===== src/rtl/fill_pkg.sv =====
package fill_pkg;

   typedef enum logic [1:0] {
      ORG_NARROW      = 2'd0,
      ORG_WIDE        = 2'd1,
      ORG_INTERLEAVED = 2'd2
   } mem_org_e;

   typedef enum logic [1:0] {
      PH_IDLE,
      PH_ADDR,
      PH_ACCESS,
      PH_XFER
   } phase_e;

   // number of bus transfers needed to move one line
   function automatic int fill_beats(mem_org_e org, int words);
      return (org == ORG_WIDE) ? 1 : words;
   endfunction

   // total refill cost in cycles for a given organization
   function automatic int fill_penalty(mem_org_e org, int words, int a, int c, int x);
      case (org)
         ORG_NARROW: return words * (a + c + x);
         ORG_WIDE:   return a + c + x;
         default:    return a + c + words * x;
      endcase
   endfunction

endpackage


===== src/rtl/fill_seq.sv =====
module fill_seq
   import fill_pkg::*;
#(
   parameter mem_org_e ORG      = ORG_INTERLEAVED,
   parameter int       WORDS    = 4,
   parameter int       ADDR_CYC = 4,
   parameter int       ACC_CYC  = 56,
   parameter int       XFER_CYC = 4,
   localparam int      IW       = $clog2(WORDS),
   localparam int      PENALTY  = fill_penalty(ORG, WORDS, ADDR_CYC, ACC_CYC, XFER_CYC),
   localparam int      PW       = $clog2(PENALTY + 1)
) (
   input  logic          clk,
   input  logic          rst_n,
   input  logic          start,
   output logic          busy,
   output logic          acc_end,
   output logic          xfer_end,
   output logic          last_beat,
   output logic [IW-1:0] beat,
   output logic [PW-1:0] penalty
);

   localparam int BEATS = fill_beats(ORG, WORDS);
   localparam int MAX_AC = (ADDR_CYC > ACC_CYC) ? ADDR_CYC : ACC_CYC;
   localparam int MAXP   = (MAX_AC > XFER_CYC) ? MAX_AC : XFER_CYC;
   localparam int CW     = $clog2(MAXP);
   localparam logic [CW-1:0] LD_A = CW'(ADDR_CYC - 1);
   localparam logic [CW-1:0] LD_C = CW'(ACC_CYC - 1);
   localparam logic [CW-1:0] LD_X = CW'(XFER_CYC - 1);

   if (WORDS < 2 || (WORDS & (WORDS - 1)) != 0) begin : g_bad_words
      $error("fill_seq: WORDS must be a power of two, at least 2");
   end
   if (ADDR_CYC < 1 || ACC_CYC < 1 || XFER_CYC < 2) begin : g_bad_cycles
      $error("fill_seq: phase lengths out of range");
   end

   phase_e        phase;
   logic [CW-1:0] pcnt;
   logic [PW-1:0] cnt;
   logic          phase_end;
   phase_e        after_beat;
   logic [CW-1:0] after_load;

   // what follows a non-final transfer depends on the organization
   if (ORG == ORG_NARROW) begin : g_refetch
      assign after_beat = PH_ADDR;
      assign after_load = LD_A;
   end else begin : g_stream
      assign after_beat = PH_XFER;
      assign after_load = LD_X;
   end

   assign phase_end = (pcnt == '0);
   assign busy      = (phase != PH_IDLE);
   assign acc_end   = (phase == PH_ACCESS) && phase_end;
   assign xfer_end  = (phase == PH_XFER) && phase_end;
   assign last_beat = (beat == IW'(BEATS - 1));
   assign penalty   = cnt;

   always_ff @(posedge clk) begin
      if (!rst_n) begin
         phase <= PH_IDLE;
         pcnt  <= '0;
         beat  <= '0;
         cnt   <= '0;
      end else begin
         unique case (phase)
            PH_IDLE: begin
               if (start) begin
                  phase <= PH_ADDR;
                  pcnt  <= LD_A;
                  beat  <= '0;
                  cnt   <= PW'(1);
               end
            end
            PH_ADDR: begin
               cnt <= cnt + PW'(1);
               if (phase_end) begin
                  phase <= PH_ACCESS;
                  pcnt  <= LD_C;
               end else begin
                  pcnt <= pcnt - CW'(1);
               end
            end
            PH_ACCESS: begin
               cnt <= cnt + PW'(1);
               if (phase_end) begin
                  phase <= PH_XFER;
                  pcnt  <= LD_X;
               end else begin
                  pcnt <= pcnt - CW'(1);
               end
            end
            PH_XFER: begin
               if (phase_end) begin
                  if (last_beat) begin
                     phase <= PH_IDLE;
                  end else begin
                     cnt   <= cnt + PW'(1);
                     phase <= after_beat;
                     pcnt  <= after_load;
                     beat  <= beat + IW'(1);
                  end
               end else begin
                  cnt  <= cnt + PW'(1);
                  pcnt <= pcnt - CW'(1);
               end
            end
            default: phase <= PH_IDLE;
         endcase
      end
   end

   // the running count never passes the organization's total
   assert_penalty_bound_R9: assert property (@(posedge clk) disable iff (!rst_n)
      busy |-> (penalty != '0) && (penalty <= PW'(PENALTY)));

   // the beat index never exceeds the last beat
   assert_beat_range_R6: assert property (@(posedge clk) disable iff (!rst_n)
      beat <= IW'(BEATS - 1));

endmodule


===== src/rtl/fill_bank.sv =====
module fill_bank #(
   parameter int            BANK  = 0,
   parameter int            WORDS = 4,
   parameter int            AW    = 24,
   parameter int            DW    = 32,
   parameter logic [DW-1:0] SALT  = '0,
   localparam int           IW    = $clog2(WORDS)
) (
   input  logic          clk,
   input  logic          rst_n,
   input  logic          cap,
   input  logic [AW-1:0] blk,
   output logic [DW-1:0] word
);

   // the low bits of the word address name this bank
   logic [AW+IW-1:0] waddr;
   assign waddr = {blk, IW'(BANK)};

   always_ff @(posedge clk) begin
      if (!rst_n) begin
         word <= '0;
      end else if (cap) begin
         word <= DW'(waddr) ^ SALT;
      end
   end

endmodule


===== src/rtl/fill_timing_ctrl.sv =====
module fill_timing_ctrl
   import fill_pkg::*;
#(
   parameter mem_org_e      ORG      = ORG_INTERLEAVED,
   parameter int            WORDS    = 4,
   parameter int            ADDR_CYC = 4,
   parameter int            ACC_CYC  = 56,
   parameter int            XFER_CYC = 4,
   parameter int            AW       = 24,
   parameter int            DW       = 32,
   parameter logic [DW-1:0] SALT     = DW'(32'h5A3C_96E1),
   localparam int           IW       = $clog2(WORDS),
   localparam int           LANES    = (ORG == ORG_WIDE) ? WORDS : 1,
   localparam int           PENALTY  = fill_penalty(ORG, WORDS, ADDR_CYC, ACC_CYC, XFER_CYC),
   localparam int           PW       = $clog2(PENALTY + 1)
) (
   input  logic                clk,
   input  logic                rst_n,
   input  logic                req_valid,
   input  logic [AW-1:0]       req_blk,
   output logic                busy,
   output logic                fill_valid,
   output logic [IW-1:0]       fill_idx,
   output logic [LANES*DW-1:0] fill_data,
   output logic                fill_done,
   output logic [PW-1:0]       penalty
);

   localparam int LAST_IDX = (LANES == 1) ? WORDS - 1 : 0;

   if (DW < AW + IW) begin : g_bad_width
      $error("fill_timing_ctrl: DW must hold a full word address");
   end

   logic          accept;
   logic [AW-1:0] blk_q;
   logic          acc_end;
   logic          xfer_end;
   logic          last_beat;
   logic [IW-1:0] beat;
   logic [DW-1:0] bank_word [WORDS];

   assign accept = req_valid && !busy;

   always_ff @(posedge clk) begin
      if (!rst_n) begin
         blk_q <= '0;
      end else if (accept) begin
         blk_q <= req_blk;
      end
   end

   fill_seq #(
      .ORG(ORG), .WORDS(WORDS), .ADDR_CYC(ADDR_CYC),
      .ACC_CYC(ACC_CYC), .XFER_CYC(XFER_CYC)
   ) u_seq (
      .clk(clk), .rst_n(rst_n), .start(accept), .busy(busy),
      .acc_end(acc_end), .xfer_end(xfer_end), .last_beat(last_beat),
      .beat(beat), .penalty(penalty)
   );

   for (genvar g = 0; g < WORDS; g++) begin : g_bank
      logic cap;
      // narrow memory reads one bank per access; the others read all at once
      assign cap = acc_end && ((ORG != ORG_NARROW) || (beat == IW'(g)));
      fill_bank #(
         .BANK(g), .WORDS(WORDS), .AW(AW), .DW(DW), .SALT(SALT)
      ) u_bank (
         .clk(clk), .rst_n(rst_n), .cap(cap), .blk(blk_q), .word(bank_word[g])
      );
   end

   if (ORG == ORG_WIDE) begin : g_whole_line
      for (genvar l = 0; l < WORDS; l++) begin : g_lane
         assign fill_data[l*DW +: DW] = bank_word[l];
      end
      assign fill_idx = '0;
   end else begin : g_one_word
      assign fill_data = bank_word[beat];
      assign fill_idx  = beat;
   end

   assign fill_valid = xfer_end;
   assign fill_done  = xfer_end && last_beat;

   assert_valid_busy_R7: assert property (@(posedge clk) disable iff (!rst_n)
      fill_valid |-> busy);

   assert_valid_pulse_R7: assert property (@(posedge clk) disable iff (!rst_n)
      fill_valid |=> !fill_valid);

   assert_done_last_R8: assert property (@(posedge clk) disable iff (!rst_n)
      fill_done |-> fill_valid && (fill_idx == IW'(LAST_IDX)));

   assert_done_total_R9: assert property (@(posedge clk) disable iff (!rst_n)
      fill_done |-> (penalty == PW'(PENALTY)));

   assert_release_R2: assert property (@(posedge clk) disable iff (!rst_n)
      fill_done |=> !busy);

   assert_hold_addr_R10: assert property (@(posedge clk) disable iff (!rst_n)
      (busy && req_valid) |=> $stable(blk_q));

   assert_penalty_hold_R9: assert property (@(posedge clk) disable iff (!rst_n)
      (!busy && !req_valid) |=> $stable(penalty));

endmodule


===== config.mk =====
export PLATFORM = sky130hd
export DESIGN_NAME = fill_timing_ctrl
export DESIGN_NICKNAME = d
export VERILOG_FILES = /design/src/rtl/fill_pkg.sv /design/src/rtl/fill_seq.sv /design/src/rtl/fill_bank.sv /design/src/rtl/fill_timing_ctrl.sv
export SDC_FILE = /design/constraint.sdc
export NUM_CORES = 1
export LEC_CHECK = 0
export ABC_CLOCK_PERIOD_IN_PS = 5100
export BUFFER_PORTS_ARGS = -buffer_cell sky130_fd_sc_hd__buf_4
export CORE_ASPECT_RATIO = 0.5
export CORE_UTILIZATION = 55
export DETAILED_ROUTE_END_ITERATION = 10
export PLACE_DENSITY = 0.82
export SETUP_SLACK_MARGIN = 0.05
export SLEW_MARGIN = 15
export SYNTH_ARGS = -nofsm -noshare
export SYNTH_HDL_FRONTEND = slang
export SYNTH_HIERARCHICAL = 1
export SYNTH_SLANG_ARGS = --single-unit

===== constraint.sdc =====
create_clock -name clk -period 5.1 [get_ports clk]
set_input_delay 0.765 -clock clk [delete_from_list [all_inputs] [get_ports clk]]
set_output_delay 0.765 -clock clk [all_outputs]
set_load 0.03 [all_outputs]

==> impl_metrics.yaml, run 1 <==
pwr:
  leakage_nw: 2.97
  irDropWorstVdd_mv: 0.279
  powerDensity_nw_per_um2: 444
sta:
  grt_setup_unrepaired: "false"
  finClkSkew_ns: 0.00878
  period_minus_slack_ns: 3.05
  maxSlewViolCount: 0
  tightest_slew_ns: 1.01
  finalWorstSetupSlack_ns: 2.05
  setup_viol: 0
  tns_ns: 0
  whs_ns: 0.474
  finalHoldViolCount: 0
  timing.final.crit_share_pct: 59.8
  slew_headroom_pct: 32.7
  clock.fmax_mhz: 328
worst_setup_path:
  critPathCaptureType: "output port"
  worst-endpoint-arrival_ns: 2.29
  crit_path_start_kind: "flop"
  critical_path_class: "reg2out"
  required_ns: 4.34
  crit_fanout: 27
detailed_routing:
  viasPerCell: 5.49
  num_vias: 4471
  drc: 0
  dr.pass1.iters: 5
  antenna_left: 0
  drtIter0Drc: 257
  finalWirelength_um: 12500
  wire_per_inst_um: 15.4
global_route:
  grt_pass1_wl_um: 20800
  grt_max_degree: 149
  antenna_found_initial: 0
  grt_pass1_vias: 4249
  grt_overflow: 0
  grt_use_total_pct: 21.6
synth:
  async_flop_share_pct: 0
  syn_area_per_cell_sq_um: 10.8
  synthTopCellsByArea: "dfxtp_1 43%, mux4_2 10%, mux2i_1 7.2%, o211a_1 7.2%, nand2_1 5.8%"
  yosysWarnings: 6
  synth.largest_area_cell: "dfxtp_1"
  synth-seq-area-share_pct: 42.6
  synth_compound_area_share_pct: 14.3
  synthCells: 613
  synthSimpleGateAreaFrac_pct: 14.0
  yosys_most_used_dff: "dfxtp_1"
  synth_area_sq_um: 6630
  synth_edf_count: 0
  synthAdderAreaFrac_pct: 0.566
  synth_top_area_share_pct: 42.6
  synth_top_family_by_area: "multiplexers"
  synthMuxAreaShare_pct: 18.2
  ys_seq_elements: 141
  synthDistinctLibCells: 48
  synthXorXnorAreaFrac_pct: 0
clocking:
  postCtsHoldBufs: 0
  clk_latency_ns: 0.41
  cts.sinks: 141
  path_clk_slew_ns: 0.06
  post_cts_resized: 0
  cts_buffer_depth: 2
  cts_tree: "done"
  cts-root-buf: "clkbuf_16"
  cts_buffers: 17
  cts_max_level: 4
  cts_setup_buffers: 0
placed_design:
  port_buffers: 67
  post-dp-hpwl_um: 7500
  gp_congestion: 0.917
  pre_cts_slack_ns: 2.16
finish:
  drive_gt1_share_pct: 21.4
  antennaDiodeCount: 0
  area_delta_synth_final_pct: 11.1
  fin_nets: 672
  utilization_pct: 64.9
die:
  fp.dieArea_sq_um: 12500
  core_area_sq_um: 11400
  rows: 27
  die_x_um: 157
  io-pin-count: 71
  initial_core_util_pct: 58.4
  die_h_um: 79.6
run:
  cap_violations: 0
run_status:
  run_status: "complete, no violations"
worst_hold_path:
  hp-class: "reg2reg"
==> layer usage <==
| layer | routed length, um | up-vias | global-route usage [%] |
|---|---|---|---|
| met5 | 0 | - | 0 |
| met4 | 87 | 0 | 8.35 |
| met3 | 535 | 8 | 5.54 |
| met2 | 5870 | 86 | 33.6 |
| met1 | 6040 | 2164 | 29.0 |
| li1 | - | 2213 | - |
==> power by group <==
part	internal (mW)	switching, mW
registers	1.24	0.137
clock network	0.717	0.476
logic	0.297	0.405
==> cell usage after synthesis, types with 2 or more instances <==
| master | instances |
|---|---|
| mux4_2 | 30 |
| nand3_1 | 8 |
| a31oi_1 | 5 |
| o211a_1 | 48 |
| buf_2 | 9 |
| buf_12 | 7 |
| conb_1 | 4 |
| and3_1 | 2 |
| nor2b_1 | 48 |
| mux2i_1 | 48 |
| buf_6 | 11 |
| or4_1 | 3 |
| a21boi_0 | 23 |
| nor2_1 | 3 |
| nand2b_1 | 2 |
| ha_1 | 3 |
| buf_4 | 29 |
| a311oi_1 | 3 |
| o21ai_0 | 5 |
| a21oi_1 | 9 |
| mux4_1 | 2 |
| dfxtp_1 | 141 |
| a21boi_1 | 2 |
| nor3_1 | 7 |
| nand2_1 | 103 |
| o2111ai_1 | 2 |
| o31ai_1 | 3 |
| inv_1 | 8 |
| o22ai_1 | 2 |
| or3_1 | 5 |
| and2_1 | 3 |
| buf_8 | 4 |
| o21a_1 | 4 |
| clkbuf_1 | 13 |
==> cells by family (layout without fill, tap and decap cells) <==
group / Yosys count / count (layout)
and+or+nand+nor: 189 / 189
buffers and inverters: 82 / 112
AOI/OAI and AO/OA: 114 / 114
adders and majority gates: 3 / 3
muxes: 80 / 80
DFF: 141 / 141
other: 4 / 16
==> sequential cells by signal, indices dropped and copies added, names as in the netlist <==
signal              cells
u_seq/pcnt              6
u_seq/phase             2
blk_q                  24
g_bank.u_bank/word    100
u_seq/beat              2
u_seq/penalty           7
==> per-stage QoR <==
stage | area [sq um] | power, mW | instances
global placement | 6790 | 2.08 | 782
detailed placement | 6790 | 2.10 | 782
finish | 7370 | 3.27 | 814
global route | 7370 | 3.44 | 814
floorplan | 6670 | 1.99 | 625
CTS | 7370 | 3.30 | 814
==> path summary, 6_finish.rpt <==
| kind | cells past startpoint | end | slack [ns] | startpoint |
|---|---|---|---|---|
| worst max-delay path | 3 | fill_data[30] | 2.05 | u_seq/beat[0] |
| worst min-delay path | 1 | g_bank[2].u_bank/word[20] | 0.47 | g_bank[2].u_bank/word[20] |
| worst max register to register | 8 | u_seq/pcnt[4] | 2.13 | u_seq/phase[1] |
| worst min register to register | 1 | g_bank[2].u_bank/word[20] | 0.47 | g_bank[2].u_bank/word[20] |
==> final cells by class <==
type                       count  area [sq um]
clock buffer                  17           425
clock inverter                15           149
fill                         900          3990
inverter                       9          33.8
multi-input combinational    402          3190
sequential                   141          2830
tap                          159           199
timing repair buffer          71           546
==> cell usage in the layout, fill, tap and decap left out, types with 5 or more instances in the layout <==
cell type	Yosys	routed
dfxtp_1	141	139
nand2_1	103	103
buf_4	29	70
o211a_1	48	48
mux2i_1	48	48
nor2b_1	48	48
mux4_2	30	30
a21boi_0	23	23
clkbuf_16	0	17
conb_1	4	16
a21oi_1	9	9
inv_1	8	8
nand3_1	8	8
nor3_1	7	7
clkinv_2	0	6
o21ai_0	5	5
or3_1	5	5
a31oi_1	5	5
==> critical path, cell delays in order, from the launching register on <==
cell and delay, ns:
dfxtp_2 0.54, buf_4 0.50, mux4_1 0.63, buf_4 0.19
Power figures use the tool's default switching activity.
==> run 2: changes to the inputs <==
--- a/config.mk
+++ b/config.mk
@@ -5,12 +5,12 @@
 export SDC_FILE = /design/constraint.sdc
 export NUM_CORES = 1
 export LEC_CHECK = 0
-export ABC_CLOCK_PERIOD_IN_PS = 5100
+export ABC_CLOCK_PERIOD_IN_PS = 2800
 export BUFFER_PORTS_ARGS = -buffer_cell sky130_fd_sc_hd__buf_4
 export CORE_ASPECT_RATIO = 0.5
 export CORE_UTILIZATION = 55
 export DETAILED_ROUTE_END_ITERATION = 10
-export PLACE_DENSITY = 0.82
+export PLACE_DENSITY = 0.85
 export SETUP_SLACK_MARGIN = 0.05
 export SLEW_MARGIN = 15
 export SYNTH_ARGS = -nofsm -noshare
==> constraint.sdc (replaced) <==
create_clock -name clk -period 2.8 [get_ports clk]
set_input_delay 0.42 -clock clk [delete_from_list [all_inputs] [get_ports clk]]
set_output_delay 0.42 -clock clk [all_outputs]
set_load 0.03 [all_outputs]
==> run 2 against run 1 <==
Final area grew 3.8%. Power up 100%. Worst setup slack worse by 1.8 ns. Register-to-register slack lost 1.7 ns. Clock power rose by 120%. Core utilization rose by 2.5 points. Sequential power grew 82%. Global-route usage rose by 0.86 points. First-iteration DRC count is 5.1% higher. Hold slack lost 0.21 ns. Cell count rose by 1.1%. Via count increased by 2.8%. Highest routed layer unchanged.
==> impl_metrics.yaml, run 2 (synthesis results as in run 1) <==
die:
  core_area_sq_um: 11400
  die_h_um: 79.6
  io-pin-count: 71
  initial_core_util_pct: 58.4
  fp.dieArea_sq_um: 12500
  rows: 27
  die_x_um: 157
worst_setup_path:
  r2r-start: "u_seq/pcnt[0]"
  required_ns: 2.38
  rrSetupSlack_ns: 0.41
  r2r_cells: 8
  crit_buf_inv: 2
  critical_path_class: "reg2out"
  cp_slowest_stage_delay_ns: 0.34
  crit_fanout: 5
  worst-endpoint-arrival_ns: 2.16
  critical-path-slowest-cell: "dfxtp_1"
  path_delay_family: "simple AND/OR/NAND/NOR gates"
  r2r_end: "g_bank[3].u_bank/word[22]"
  crit_start: "u_seq/pcnt[0]"
  path_cells: "inv_1 -> ha_1 -> nor4b_4 -> nand3_1 -> nor2_1 -> and2_1 -> buf_4"
  crit_path_start_kind: "flop"
  critPathCaptureType: "output port"
pwr:
  leakage_nw: 3.10
  power_mw: 6.53
  switching_power_mw: 1.89
  p_clk_share_pct: 40.3
  pwr-share-comb_pct: 21.3
  powerDensity_nw_per_um2: 855
  irDropWorstVdd_mv: 0.448
  swShare_pct: 28.9
  p_int_mw: 4.65
  seqPwrFrac_pct: 38.5
clocking:
  postCtsHoldBufs: 0
  path_clk_slew_ns: 0.06
  clk_latency_ns: 0.42
  cts-root-buf: "clkbuf_16"
  cts_tree: "done"
  cts_setup_buffers: 0
  cts_max_level: 4
  post_cts_resized: 0
  cts_buffer_depth: 2
  cts.sinks: 141
  cts_buffers: 17
global_route:
  grt_pass1_vias: 4374
  grt_use_total_pct: 22.5
  grt_overflow: 0
  grt_pass1_wl_um: 21500
  grt_max_degree: 132
  antenna_found_initial: 0
finish:
  area_delta_synth_final_pct: 15.4
  utilization_pct: 67.4
  fin_nets: 681
  top_regs: "g_bank.u_bank/word (100), blk_q (24), u_seq/penalty (7)"
  antennaDiodeCount: 0
  mostFrequentLayoutCells: "139 x dfxtp_1, 103 x nand2_1, 72 x buf_4"
  largest_reg_flops: 100
  final_common_cell: "dfxtp_1"
  regMostFlops: "g_bank.u_bank/word"
  drive_gt1_share_pct: 22.4
sta:
  finalHoldViolCount: 0
  clock.fmax_mhz: 387
  setup_viol: 0
  tns_ns: 0
  timing.final.crit_share_pct: 92.3
  period_minus_slack_ns: 2.58
  tightest_slew_ns: 0.774
  finClkSkew_ns: 0.0125
  grt_setup_unrepaired: "false"
  whs_ns: 0.265
  maxSlewViolCount: 0
  slew_headroom_pct: 48.2
worst_hold_path:
  min_to: "blk_q[9]"
  hold_start: "req_blk[9]"
  whs_path_depth: 3
  hp-class: "in2reg"
detailed_routing:
  dr.pass1.iters: 5
  drtIter0Drc: 270
  num_vias: 4596
  viasPerCell: 5.58
  antenna_left: 0
  wire_per_inst_um: 16.0
  finalWirelength_um: 13200
  drc: 0
placed_design:
  post-dp-hpwl_um: 7760
  port_buffers: 67
  gp_congestion: 0.836
run_status:
  run_status: "complete, no violations"
run:
  cap_violations: 0
run 2: changes by cell type in the layout (fill, tap and decap cells not counted), sizes merged:
cell / change
buf: +9
inv: -1
clkinvlp: -1
clkbuf: +5
clkinv: -7
bufinv: +4
run 2: final cells by class:
cell class,instances,area [sq um]
sequential,141,2830
multi-input combinational,402,3190
fill,847,3700
tap,159,199
inverter,9,33.8
clock inverter,10,206
clock buffer,22,494
timing repair buffer,80,701
run 2: worst max-delay path by stage:
stage,endpoint,slack [ns],depth (start not counted)
floorplan,u_seq/penalty[6],0.39,12
global placement,g_bank[2].u_bank/word[13],0.64,8
detailed placement,g_bank[2].u_bank/word[22],0.57,8
CTS,fill_done,0.24,7
global route,fill_done,0.09,7
finish,fill_done,0.22,7
run 2: per-layer routing:
| metal | GRT usage [%] | vias to the layer above | wire length, um | part of all wire (%) |
|---|---|---|---|---|
| li1 | - | 2236 | - | - |
| met4 | 8.74 | 0 | 182 | 1.4 |
| met2 | 35.9 | 111 | 6250 | 47 |
| met3 | 6.41 | 19 | 641 | 4.9 |
| met5 | 0 | - | 0 | 0 |
| met1 | 28.9 | 2230 | 6090 | 46 |
run 2: worst register-to-register path: stages (launching register included):
cell,delay (ns)
dfxtp_1,0.34
inv_1,0.07
ha_1,0.17
nor4b_4,0.31
nand3_1,0.28
nor2_4,0.52
buf_12,0.27
mux2i_1,0.25
nor2b_1,0.06
run 2: power groups by stage:
stage                     Clock (mW)  Sequential (mW)  Combinational, mW
after global routing            2.76             2.55               1.50
after detailed placement           0             2.54               1.36
final                           2.63             2.51               1.39
after CTS                       2.66             2.51               1.38
after floorplan                    0             2.48               1.14
after global placement             0             2.53               1.33
run 2: per-stage QoR:
step,area (sq um),cells,worst slack [ns]
after floorplan,6670,625,0.389
after global placement,6950,791,0.640
after global routing,7650,823,0.0944
final,7650,823,0.216
after detailed placement,6950,791,0.567
after CTS,7650,823,0.243
